$ cat src/rtl/dac_bank_pkg.sv
package dac_bank_pkg;
  typedef enum logic [1:0] {
    SEL_NONE = 2'd0,
    SEL_CFG  = 2'd1,
    SEL_UPD  = 2'd2,
    SEL_DATA = 2'd3
  } reg_sel_e;
endpackage

$ cat src/rtl/dac_addr_dec.sv
module dac_addr_dec
  import dac_bank_pkg::*;
#(
  parameter int ADDR_W = 8,
  parameter int NUM_CH = 16,
  parameter logic [ADDR_W-1:0] BASE_ADDR = 8'h50,
  parameter logic [ADDR_W-1:0] CFG_ADDR  = 8'h01,
  parameter logic [ADDR_W-1:0] UPD_ADDR  = 8'h0F,
  localparam int CH_W = $clog2(NUM_CH)
) (
  input  logic [ADDR_W-1:0] addr,
  output reg_sel_e          sel,
  output logic [CH_W-1:0]   ch,
  output logic              hi
);
  localparam int SPAN = 2 * NUM_CH;

  logic [ADDR_W-1:0] off;
  logic              in_data;

  assign off     = addr - BASE_ADDR;
  assign in_data = (addr >= BASE_ADDR) && ({1'b0, off} < (ADDR_W+1)'(SPAN));
  assign ch      = off[CH_W:1];
  assign hi      = off[0];

  always_comb begin
    if (in_data)               sel = SEL_DATA;
    else if (addr == CFG_ADDR) sel = SEL_CFG;
    else if (addr == UPD_ADDR) sel = SEL_UPD;
    else                       sel = SEL_NONE;
  end
endmodule

$ cat src/rtl/dac_chan_reg.sv
module dac_chan_reg #(
  parameter int CODE_W = 12,
  localparam int HI_W = CODE_W - 8
) (
  input  logic              clk,
  input  logic              rst_n,
  input  logic              wr_lo,
  input  logic              wr_hi,
  input  logic [7:0]        wdata,
  input  logic              update,
  input  logic              clr,
  output logic [CODE_W-1:0] stage_q,
  output logic [CODE_W-1:0] code_o
);
  logic [CODE_W-1:0] live_q;

  always_ff @(posedge clk or negedge rst_n) begin
    if (!rst_n) begin
      stage_q <= '0;
      live_q  <= '0;
    end else begin
      if (wr_lo)  stage_q[7:0]        <= wdata;
      if (wr_hi)  stage_q[CODE_W-1:8] <= wdata[HI_W-1:0];
      if (update) live_q              <= stage_q;
    end
  end

  // cleared channel shows zero, stored live code is untouched
  assign code_o = clr ? '0 : live_q;
endmodule

$ cat src/rtl/dac_rd_mux.sv
module dac_rd_mux
  import dac_bank_pkg::*;
#(
  parameter int NUM_CH = 16,
  parameter int CODE_W = 12,
  localparam int CH_W = $clog2(NUM_CH)
) (
  input  logic [NUM_CH*CODE_W-1:0] stage_flat,
  input  logic [NUM_CH*CODE_W-1:0] live_flat,
  input  reg_sel_e                 sel,
  input  logic [CH_W-1:0]          ch,
  input  logic                     hi,
  input  logic                     rb_live,
  output logic [7:0]               rdata
);
  logic [CODE_W-1:0] stage_a [NUM_CH];
  logic [CODE_W-1:0] live_a  [NUM_CH];
  logic [CODE_W-1:0] word;

  for (genvar g = 0; g < NUM_CH; g++) begin : g_unpack
    assign stage_a[g] = stage_flat[g*CODE_W +: CODE_W];
    assign live_a[g]  = live_flat[g*CODE_W +: CODE_W];
  end

  assign word = rb_live ? live_a[ch] : stage_a[ch];

  always_comb begin
    unique case (sel)
      SEL_DATA: rdata = hi ? 8'(word[CODE_W-1:8]) : word[7:0];
      SEL_CFG:  rdata = {7'b0, rb_live};
      default:  rdata = 8'h00;
    endcase
  end
endmodule

$ cat src/rtl/dac_dbuf_bank.sv
module dac_dbuf_bank
  import dac_bank_pkg::*;
#(
  parameter int NUM_CH = 16,
  parameter int CODE_W = 12,
  parameter int ADDR_W = 8,
  parameter logic [ADDR_W-1:0] BASE_ADDR = 8'h50,
  parameter logic [ADDR_W-1:0] CFG_ADDR  = 8'h01,
  parameter logic [ADDR_W-1:0] UPD_ADDR  = 8'h0F
) (
  input  logic                     clk,
  input  logic                     rst_n,
  input  logic                     req_valid,
  output logic                     req_ready,
  input  logic                     req_write,
  input  logic [ADDR_W-1:0]        req_addr,
  input  logic [7:0]               req_wdata,
  output logic                     rsp_valid,
  input  logic                     rsp_ready,
  output logic [7:0]               rsp_rdata,
  input  logic [NUM_CH-1:0]        clr_ch,
  output logic [NUM_CH*CODE_W-1:0] dac_code
);
  localparam int CH_W = $clog2(NUM_CH);

  reg_sel_e              sel;
  logic [CH_W-1:0]       ch;
  logic                  hi;
  logic                  accept, wr_en, rd_en, upd_cmd;
  logic                  rb_live;
  logic [7:0]            rd_byte;
  logic [NUM_CH*CODE_W-1:0] stage_flat;

  assign req_ready = !rsp_valid || rsp_ready;
  assign accept    = req_valid && req_ready;
  assign wr_en     = accept && req_write;
  assign rd_en     = accept && !req_write;
  assign upd_cmd   = wr_en && (sel == SEL_UPD) && req_wdata[0];

  dac_addr_dec #(
    .ADDR_W(ADDR_W), .NUM_CH(NUM_CH), .BASE_ADDR(BASE_ADDR),
    .CFG_ADDR(CFG_ADDR), .UPD_ADDR(UPD_ADDR)
  ) u_dec (
    .addr(req_addr), .sel(sel), .ch(ch), .hi(hi)
  );

  for (genvar g = 0; g < NUM_CH; g++) begin : g_ch
    logic hit;
    assign hit = wr_en && (sel == SEL_DATA) && (ch == CH_W'(g));
    dac_chan_reg #(.CODE_W(CODE_W)) u_chan (
      .clk(clk), .rst_n(rst_n),
      .wr_lo(hit && !hi), .wr_hi(hit && hi),
      .wdata(req_wdata), .update(upd_cmd), .clr(clr_ch[g]),
      .stage_q(stage_flat[g*CODE_W +: CODE_W]),
      .code_o(dac_code[g*CODE_W +: CODE_W])
    );
  end

  dac_rd_mux #(.NUM_CH(NUM_CH), .CODE_W(CODE_W)) u_mux (
    .stage_flat(stage_flat), .live_flat(dac_code),
    .sel(sel), .ch(ch), .hi(hi), .rb_live(rb_live), .rdata(rd_byte)
  );

  always_ff @(posedge clk or negedge rst_n) begin
    if (!rst_n) begin
      rb_live   <= 1'b0;
      rsp_valid <= 1'b0;
      rsp_rdata <= 8'h00;
    end else begin
      if (wr_en && sel == SEL_CFG) rb_live <= req_wdata[0];
      if (rd_en) begin
        rsp_valid <= 1'b1;
        rsp_rdata <= rd_byte;
      end else if (rsp_ready) begin
        rsp_valid <= 1'b0;
      end
    end
  end
endmodule

$ cat config.mk
export PLATFORM = sky130hd
export DESIGN_NAME = dac_dbuf_bank
export DESIGN_NICKNAME = d
export VERILOG_FILES = /design/src/rtl/dac_bank_pkg.sv /design/src/rtl/dac_addr_dec.sv /design/src/rtl/dac_chan_reg.sv /design/src/rtl/dac_rd_mux.sv /design/src/rtl/dac_dbuf_bank.sv
export SDC_FILE = /design/constraint.sdc
export NUM_CORES = 1
export LEC_CHECK = 0
export ABC_CLOCK_PERIOD_IN_PS = 7700
export BUFFER_PORTS_ARGS = -buffer_cell sky130_fd_sc_hd__buf_2
export CAP_MARGIN = 20
export CORE_AREA = 2 2 196 198
export CTS_BUF_LIST = sky130_fd_sc_hd__clkbuf_8
export DETAILED_ROUTE_END_ITERATION = 12
export DIE_AREA = 0 0 198 200
export PLACE_DENSITY = 0.75
export SLEW_MARGIN = 20
export SYNTH_ARGS = -nofsm -noshare
export SYNTH_HDL_FRONTEND = slang
export SYNTH_HIERARCHICAL = 1
export SYNTH_SLANG_ARGS = --single-unit
$ cat constraint.sdc
create_clock -name clk -period 7.7 [get_ports clk]
set_clock_uncertainty 0.05 [all_clocks]
set_input_delay 0.77 -clock clk [delete_from_list [all_inputs] [get_ports clk]]
set_output_delay 0.77 -clock clk [all_outputs]
set_load 0.005 [all_outputs]
* After elaboration in Yosys (flattened, before gate mapping) *
Cells that the tools add are included.

word-level totals
  bits in registers = 394
  input port bits = 37
  output and inout bits = 202
  logic and storage cells = 168

operators by class
  add/sub/neg operators = 1
  magnitude comparators = 3
  equal/unequal tests = 20
  mux-type cells = 30
  bitwise operators = 1
  reduce and logical (&&, ||, !) cells = 62

operators with widths
  operator               count
  $mux W12               21
  $bmux W12 S4           2
  $logic_and A1 B1 Y1    56
  $eq A4 B4 Y1 const B   8
  $eq A4 B3 Y1 const B   4
  $pmux W8 S2            1
  $eq A4 B2 Y1 const B   2
  $eq A8 B1 Y1 const B   1
  $eq A8 B4 Y1 const B   1
  $ge A8 B7 Y1 const B   1
  $lt A8 B6 Y1 const B   1
  $mux W8                1
  $sub A8 B7 Y8 const B  1
  $mux W2                3
  $ge A5 B5 Y1 const B   1
  $not A4 Y5             1
  $eq A2 B2 Y1 const B   2
  $eq A4 B1 Y1 const B   1
  $logic_not A4 Y1       1
  $logic_not A1 Y1       3
  $eq A2 B1 Y1 const B   1
  $mux W1                2
  $reduce_bool A2 Y1     1
  $logic_or A1 B1 Y1     1

* Longest topological paths before layout *
Gate-level depths: netlist (run 1).

  depth in word-level cells = 8
  gate-level depth with buffers = 11
  depth with buffers taken out = 10

* Cells and area by module *
The synthesis (run 1) kept the hierarchy.

by module, submodules not included
  module         instances  cells an instance  area an instance (sq um)  seq. area each (sq um)
  dac_chan_reg   16         63                 1019.7                    600.6
  dac_rd_mux     1          233                3245.6                    0.0
  dac_dbuf_bank  1          80                 710.7                     250.2
  dac_addr_dec   1          19                 132.6                     0.0

* Worst setup path after synthesis (run 1) *
No wires, ideal clock.

  path type = input to register
  start point = input req_addr[4]
  end point = register g_ch[0].u_chan.live_q[10]
  setup time = 125 ps
  data arrival time = 6559 ps
  data required time = 7525 ps
  path slack = 966 ps
  cell stages on the path = 9
  path buffers = 1
  path through = inv_1 -> ha_1 -> and4bb_2 -> nand4_1 -> nand3_1 -> nand3_1 -> nor3b_1 -> buf_6 -> mux2_4

on the way
  longest elaborated chain between the ends = 7
  elaborated cells on any way between the ends = 12
  those cells by class = add/sub: 1; order compare: 2; eq/ne: 3; mux: 3; reduce/logical: 3

ends and longest elaborated chain
  what                                            RTL line                                source
  start, declared                                 dac_dbuf_bank.sv:16                     input logic [ADDR_W-1:0] req_addr,
  $sub A8 B7 Y8 or $eq A8 B4 Y1 (tied branches)   dac_addr_dec.sv:21, dac_addr_dec.sv:29
  $lt A8 B6 Y1 or $mux W2 (tied branches)         dac_addr_dec.sv:22, dac_addr_dec.sv:29
  $logic_and A1 B1 Y1 or $mux W2 (tied branches)  dac_addr_dec.sv:22, dac_addr_dec.sv:28
  $mux W2 *                                       dac_addr_dec.sv:27                      if (in_data) sel = SEL_DATA;
  named net sel[1]                                dac_dbuf_bank.sv:26                     reg_sel_e sel;
  $eq A2 B2 Y1 *                                  dac_dbuf_bank.sv:38                     assign upd_cmd = wr_en && (sel == SEL_UPD) && req_wdata[0];
  $logic_and A1 B1 Y1 * (2 in series)             dac_dbuf_bank.sv:38
  named net upd_cmd                               dac_dbuf_bank.sv:29                     logic accept, wr_en, rd_en, upd_cmd;
  end signal, assigned                            dac_chan_reg.sv:24                      if (update) live_q <= stage_q;
  end, declared                                   dac_chan_reg.sv:15                      logic [CODE_W-1:0] live_q;

The timed path passes the listed nets; every way through them passes the cells marked *.
A chain may end at the register's enable or synchronous reset.

* Worst setup path after layout (run 1) *
  start point = input req_addr[1]
  end point = register rsp_rdata[1]

on the way
  longest elaborated chain between the ends = 8
  elaborated cells on any way between the ends = 21
  those cells by class = add/sub: 1; order compare: 2; eq/ne: 4; mux: 12; bitwise: 1; reduce/logical: 1

ends and longest elaborated chain
  what                                          RTL line             source
  $sub A8 B7 Y8                                 dac_addr_dec.sv:21   assign off = addr - BASE_ADDR;
  $not A4 Y5 (implied by the code)              dac_rd_mux.sv:25     assign word = rb_live ? live_a[ch] : stage_a[ch];
  $bmux W12 S4                                  dac_rd_mux.sv:25
  $mux W12 (implied by the code) (2 in series)  dac_rd_mux.sv:25
  $mux W12                                      dac_rd_mux.sv:25
  $mux W8                                       dac_rd_mux.sv:29     SEL_DATA: rdata = hi ? 8'(word[CODE_W-1:8]) : word[7:0];
  $pmux W8 S2 *                                 dac_rd_mux.sv:28     unique case (sel)
  named net rd_byte[1]                          dac_dbuf_bank.sv:31  logic [7:0] rd_byte;
  end signal, assigned                          dac_dbuf_bank.sv:73  rsp_rdata <= rd_byte;
  end, declared                                 dac_dbuf_bank.sv:20  output logic [7:0] rsp_rdata,

The timed path passes the listed nets; every way through them passes the cells marked *. The select of a mux whose other input is x is not followed.

==> results.py, run 1 <==
metrics = {
    "route": {
        "post-route-drc-count": 0,
        "first_iter_violations": 930,
        "vias_per_cell": 5.98,
        "vias": 12700,
        "drt-wirelength-per-cell_um": 26.8,
        "drt_first_pass_iters": 5,
        "wirelength_mm": 57.0,
        "ant_nets": 0,
    },
    "sta": {
        "relSlewSlack": 0.339,
        "hold_viol": 0,
        "slew_viol_final": 0,
        "fin_crit_sh": 0.488,
        "setup_tns_ps": 0,
        "period_minus_slack_ps": 3750,
        "setup_violations": 0,
        "fmax_mhz": 266,
        "rsz0062_at_grt": "no",
        "worst_slew_pin_slew_ps": 992,
    },
    "clock_tree": {
        "clock_latency_ps": 580,
        "cts_root_buffer": "clkbuf_8",
        "clk_pin_slew_ps": 60,
        "cts_hold_buf": 0,
        "cts.sinks": 394,
        "cts_tree": "yes",
        "htree_levels": 3,
        "cts_buffers": 67,
        "cts_max_path_buffers": 3,
        "ctsResizeCount": 0,
        "postCtsSetupRepairBufs": 0,
    },
    "min_path": {
        "hold_class": "in2async",
    },
    "finish": {
        "fillCellCount": 2911,
        "drive_gt1_frac": 0.515,
        "regArea_sq_um": 9860,
        "finalNonFillerCells": 2132,
        "multi_input_area_sq_um": 9870,
        "final_area_sq_um": 23000,
        "num-nets-final": 1609,
        "syn_to_final_growth_pct": 12.9,
    },
    "synth": {
        "syn_nets": 1379,
        "synth_warnings": 6,
        "synthTopCellsByCount": "394 x dfrtp_1, 227 x mux2_2, 168 x mux2_4",
        "syn_area_sq_um": 20400,
        "synth_flop_cell": "dfrtp_1",
        "syn_area_per_cell_sq_um": 15.2,
        "synthMuxAreaShare": 0.378,
        "synth_top_family_by_area": "multiplexers",
        "synthArstFlopShare": 1.00,
        "synth_compound_area_frac": 0.00889,
        "synthTopCellsByArea": "dfrtp_1 48%, mux2_2 13%, mux2_4 12%",
        "yosysTopAreaCellShare": 0.483,
        "synthXorXnorAreaFrac": 0,
        "synth_cell_types": 47,
        "yosys.area.top_type": "dfrtp_1",
        "yosysSeqAreaShare": 0.483,
        "synth_edf_count": 0,
        "synthAdderAreaFrac": 0.00123,
        "synth_seq_cells": 394,
        "synth_cells": 1340,
        "synth-simple-area-share": 0.0954,
        "yosysMostFrequentCell": "dfrtp_1",
    },
    "global_routing": {
        "grt_pass1_vias": 13200,
        "grt_usage": 0.293,
        "grt_max_degree": 177,
        "antenna_found_initial": 2,
        "grt_first_pass_wirelength_mm": 84.8,
        "grt_overflow_total": 0,
    },
    "place": {
        "dp.cells": 2012,
        "place_hpwl_mm": 38.3,
        "placed_area_sq_um": 21700,
        "place.gp.congestion": 0.905,
        "port_buffers": 238,
    },
    "worst_setup_path": {
        "path_max_fanout": 74,
        "cp_data_arrival_time_ps": 4160,
        "required_ps": 8100,
        "cp-start-kind": "primary input",
        "crit_type": "in2reg",
        "end_kind": "register",
    },
    "floorplan": {
        "num_rows": 71,
        "die_h_um": 200,
        "num_io_pins": 239,
        "dieArea_sq_um": 39600,
        "die_w_um": 198,
        "start_util": 0.546,
        "core_region_area_sq_um": 37400,
    },
    "flow_run": {
        "cap_violations": 0,
    },
    "power_and_ir_drop": {
        "p_per_area_nw_per_um2": 183,
        "p_leak_nw": 12.0,
        "ir_worst_vdd_mv": 0.101,
    },
    "status": {
        "status": "complete, no violations",
    },
}
## logic make-up (layout without fill, tap and decap cells)
kind of cell               count (synthesis)  count (layout)
muxes                                    526             526
DFF                                      394             394
and+or+nand+nor                          302             302
buffers and inverters                     90             370
AOI/OAI and AO/OA                         26              26
adders and majority gates                  2               2
other                                      0               1
## per-stage QoR
| step | hold slack (ps) | setup slack [ps] | utilization | total power, mW |
|---|---|---|---|---|
| finish | 149 | 3950 | 0.616 | 4.23 |
| global route | 197 | 3760 | 0.616 | 4.37 |
| CTS | 171 | 3970 | 0.616 | 4.25 |
| detailed placement | 437 | 3360 | 0.580 | 2.39 |
| global placement | 433 | 3430 | 0.580 | 2.39 |
| floorplan | 423 | 966 | - | 2.27 |
## registers in the layout, summed over array words and instances (netlist names)
register,count
rb_live,1
rsp_rdata,8
g_ch.u_chan/stage_q,192
rsp_valid,1
g_ch.u_chan/live_q,192
## final cells by class
type | instances | share of cell area
multi-input combinational | 856 | 0.428
clock buffer | 84 | 0.0502
inverter | 3 | 0.000489
clock inverter | 35 | 0.00787
sequential | 394 | 0.428
tap | 511 | 0.0277
antenna | 1 | 0.000109
timing repair buffer | 248 | 0.0574
## layer usage
layer	global-route usage	vias up	share of wire	wire length (um)
met5	0	-	0.00023	13
met4	0.115	2	0.036	2050
met3	0.0808	109	0.081	4650
met2	0.459	519	0.47	26800
met1	0.393	6760	0.41	23500
li1	-	5358	-	-
## placed cells by master, fill, tap and decap left out, types with 3 or more instances in the layout
| cell type | n |
|---|---|
| buf_2 | 235 |
| nand3b_1 | 6 |
| dfrtp_1 | 394 |
| nor2b_1 | 71 |
| a31oi_1 | 4 |
| nor2_1 | 40 |
| clkbuf_8 | 84 |
| inv_6 | 4 |
| mux4_1 | 9 |
| mux2_4 | 168 |
| and2b_1 | 128 |
| mux4_2 | 94 |
| buf_4 | 8 |
| clkinv_2 | 3 |
| mux2i_1 | 28 |
| nand4_1 | 7 |
| inv_1 | 29 |
| a22oi_1 | 6 |
| nand3_1 | 15 |
| mux2_2 | 227 |
| nor3b_1 | 4 |
| buf_12 | 3 |
| a21oi_1 | 3 |
| nand2_1 | 13 |
## power breakdown
part           internal [mW]  switching (mW)  total (mW)
Sequential              2.08         0.00841        2.09
Combinational         0.0832           0.183       0.267
Clock                   1.02           0.851        1.87
Total                   3.18            1.04        4.23
## critical path, stage by stage
cell and delay (ps):
buf_6 660, buf_4 700, mux4_2 630, nor2b_1 150, a2111oi_0 680, o41ai_1 150
mux2_4 280
## path summary, 6_finish.rpt
| path | from | end | slack, ps | cells past startpoint |
|---|---|---|---|---|
| max in group asynchronous | rst_n | g_ch[2].u_chan/stage_q[7]$_DFFE_PN0P_ | 6000 | 2 |
| hold reg to reg | g_ch[4].u_chan/live_q[11]$_DFFE_PN0P_ | g_ch[4].u_chan/live_q[11]$_DFFE_PN0P_ | 450 | 1 |
| hold / removal | rst_n | g_ch[14].u_chan/live_q[3]$_DFFE_PN0P_ | 150 | 1 |
| min in group clk | req_valid | rsp_valid$_DFFE_PN0P_ | 430 | 3 |
| setup / recovery | req_addr[1] | rsp_rdata[1]$_DFFE_PN0P_ | 3950 | 7 |
| setup reg to reg | g_ch[3].u_chan/live_q[8]$_DFFE_PN0P_ | rsp_rdata[0]$_DFFE_PN0P_ | 5200 | 7 |
Note: power is estimated with default switching activity, not from simulation.
==> run 2: changes to the inputs <==
--- a/config.mk
+++ b/config.mk
@@ -5,7 +5,7 @@
 export SDC_FILE = /design/constraint.sdc
 export NUM_CORES = 1
 export LEC_CHECK = 0
-export ABC_CLOCK_PERIOD_IN_PS = 7700
+export ABC_CLOCK_PERIOD_IN_PS = 3800
 export BUFFER_PORTS_ARGS = -buffer_cell sky130_fd_sc_hd__buf_2
 export CAP_MARGIN = 20
 export CORE_AREA = 2 2 196 198
==> constraint.sdc (replaced) <==
create_clock -name clk -period 3.8 [get_ports clk]
set_clock_uncertainty 0.05 [all_clocks]
set_input_delay 0.38 -clock clk [delete_from_list [all_inputs] [get_ports clk]]
set_output_delay 0.38 -clock clk [all_outputs]
set_load 0.005 [all_outputs]
==> run 2 against run 1 <==
  * Sequential cell count is the same
  * Worst setup slack lost 2900 ps
  * Design area grew 1.8%
  * Wire length grew 4.6%
  * Core utilization grew 1.1 points
  * Global-route usage grew 1.3 points
  * Count of clock-buffer cells in the layout shrank 2
  * Non-clock buffer count grew 42
  * Via count grew 3.0%
  * Largest cell class unchanged
==> results.py, run 2 (same netlist as run 1, synthesis figures left out) <==
metrics = {
    "sta": {
        "period_minus_slack_ps": 2720,
        "rsz0062_at_grt": "no",
        "fin_crit_sh": 0.715,
        "slew_viol_final": 0,
        "setup_violations": 0,
        "worst_slew_pin_slew_ps": 998,
        "hold_viol": 0,
        "setup_tns_ps": 0,
        "relSlewSlack": 0.335,
        "fmax_mhz": 368,
    },
    "power_and_ir_drop": {
        "combPwrFrac": 0.064,
        "power.internal_mw": 6.37,
        "p_sw_frac": 0.256,
        "p_switching_mw": 2.20,
        "p_leak_nw": 12.2,
        "p_per_area_nw_per_um2": 365,
        "pwr-share-seq": 0.498,
        "pwr-share-clk": 0.439,
        "ir_worst_vdd_mv": 0.243,
    },
    "finish": {
        "largestRegisters": "g_ch.u_chan/live_q x192, g_ch.u_chan/stage_q x192, rsp_rdata x8",
        "layout_common_cells": "394 x dfrtp_1, 235 x buf_2, 227 x mux2_2",
        "final_common_cell": "dfrtp_1",
        "final_core_util": 0.627,
        "final_area_sq_um": 23500,
        "num-nets-final": 1652,
        "drive_gt1_frac": 0.526,
        "syn_to_final_growth_pct": 15.0,
    },
    "global_routing": {
        "antenna_found_initial": 0,
        "grt_pass1_vias": 13500,
        "grt_max_degree": 98,
        "grt_usage": 0.306,
        "grt_overflow_total": 0,
        "grt_first_pass_wirelength_mm": 88.3,
    },
    "min_path": {
        "hold_class": "in2reg",
        "hold_path_end": "rsp_valid$_DFFE_PN0P_",
        "worst_hold_startpoint": "rsp_ready",
        "hold_depth": 3,
    },
    "route": {
        "vias": 13100,
        "vias_per_cell": 6.03,
        "wirelength_mm": 59.7,
        "drt_first_pass_iters": 5,
        "post-route-drc-count": 0,
        "drt-wirelength-per-cell_um": 27.4,
        "ant_nets": 0,
        "first_iter_violations": 938,
    },
    "floorplan": {
        "num_io_pins": 239,
        "dieArea_sq_um": 39600,
        "die_w_um": 198,
        "start_util": 0.546,
        "core_region_area_sq_um": 37400,
        "die_h_um": 200,
        "num_rows": 71,
    },
    "status": {
        "status": "complete, no violations",
    },
    "worst_setup_path": {
        "crit_buf_inv": 1,
        "worstPathCellList": "buf_4, nor2b_1, nand2_1, a31oi_1, a21oi_1, o22ai_1, mux2_4",
        "rr_startpoint": "rb_live$_DFFE_PN0P_",
        "reg2regPathDepth": 7,
        "cpMaxStageDelayCell": "dfrtp_1",
        "crit_path_max_incr_delay_ps": 1000,
        "rr_endpoint": "rsp_rdata[2]$_DFFE_PN0P_",
        "cp-start-kind": "register",
        "crit_type": "reg2reg",
        "critPathLaunch": "rb_live$_DFFE_PN0P_",
        "crit_family": "flip-flops",
        "end_kind": "register",
        "path_max_fanout": 16,
        "cp_data_arrival_time_ps": 3230,
        "reg2reg_slack_ps": 1080,
        "required_ps": 4310,
    },
    "place": {
        "place_hpwl_mm": 41.4,
        "place.gp.congestion": 0.908,
        "port_buffers": 238,
        "placed_area_sq_um": 22100,
    },
    "clock_tree": {
        "cts_buffers": 68,
        "cts_hold_buf": 3,
        "clk_pin_slew_ps": 60,
        "htree_levels": 3,
        "cts_max_path_buffers": 3,
        "cts.sinks": 394,
        "clock_latency_ps": 630,
        "postCtsSetupRepairBufs": 0,
        "ctsResizeCount": 0,
        "cts_tree": "yes",
        "cts_root_buffer": "clkbuf_8",
    },
    "flow_run": {
        "cap_violations": 0,
    },
}
## run 2: power by group through the flow
stage          Combinational [mW]  Sequential [mW]  Clock [mW]
2_1_floorplan               0.301             4.31           0
3_3_place_gp                0.536             4.34           0
3_5_place_dp                0.544             4.34           0
4_1_cts                     0.546             4.27        3.81
5_1_grt                     0.578             4.27        4.01
6_report                    0.545             4.27        3.76
## run 2: per-stage QoR
step                      power, mW  setup slack, ps  instances  hold slack [ps]
final                          8.57             1080       2177             55.5
after global routing           8.85             1040       2176             66.5
after CTS                      8.62             1200       2176             16.8
after detailed placement       4.88              611       2051              422
after global placement         4.87              616       2051              422
after floorplan                4.61             75.9       1340             34.4
## run 2: area by class of cell
| type | count | area, sq um |
|---|---|---|
| Antenna cell | 1 | 2.50 |
| Timing Repair Buffer | 290 | 1750 |
| Sequential cell | 394 | 9860 |
| Clock inverter | 40 | 194 |
| Multi-Input combinational cell | 856 | 9880 |
| Inverter | 3 | 11.3 |
| Fill cell | 2829 | 13900 |
| Tap cell | 511 | 639 |
| Clock buffer | 82 | 1130 |
## run 2: per-layer routing
| metal | global-route usage | wire, um | up-vias |
|---|---|---|---|
| met2 | 0.470 | 27700 | 579 |
| met5 | 0 | 0 | - |
| met1 | 0.430 | 24900 | 6963 |
| li1 | - | - | 5457 |
| met4 | 0.117 | 2230 | 0 |
| met3 | 0.0699 | 4820 | 126 |
## run 2: worst reg2reg max path, stage by stage, from the launching register on
cell     delay (ps)
dfrtp_1        1000
buf_4           450
nor2b_1         390
nand2_1         110
a31oi_1         280
a21oi_1          80
o22ai_1         140
mux2_4          160
## run 2: worst max-delay path by stage
stage                                                  endpoint  slack (ps)  cells after the start
after CTS                              rsp_rdata[2]$_DFFE_PN0P_        1200                      7
after floorplan           g_ch[0].u_chan/live_q[10]$_DFFE_PN0P_          80                      9
after global routing                   rsp_rdata[2]$_DFFE_PN0P_        1040                      7
after global placement                 rsp_rdata[3]$_DFFE_PN0P_         620                      8
after detailed placement               rsp_rdata[3]$_DFFE_PN0P_         610                      8
final                                  rsp_rdata[2]$_DFFE_PN0P_        1080                      7
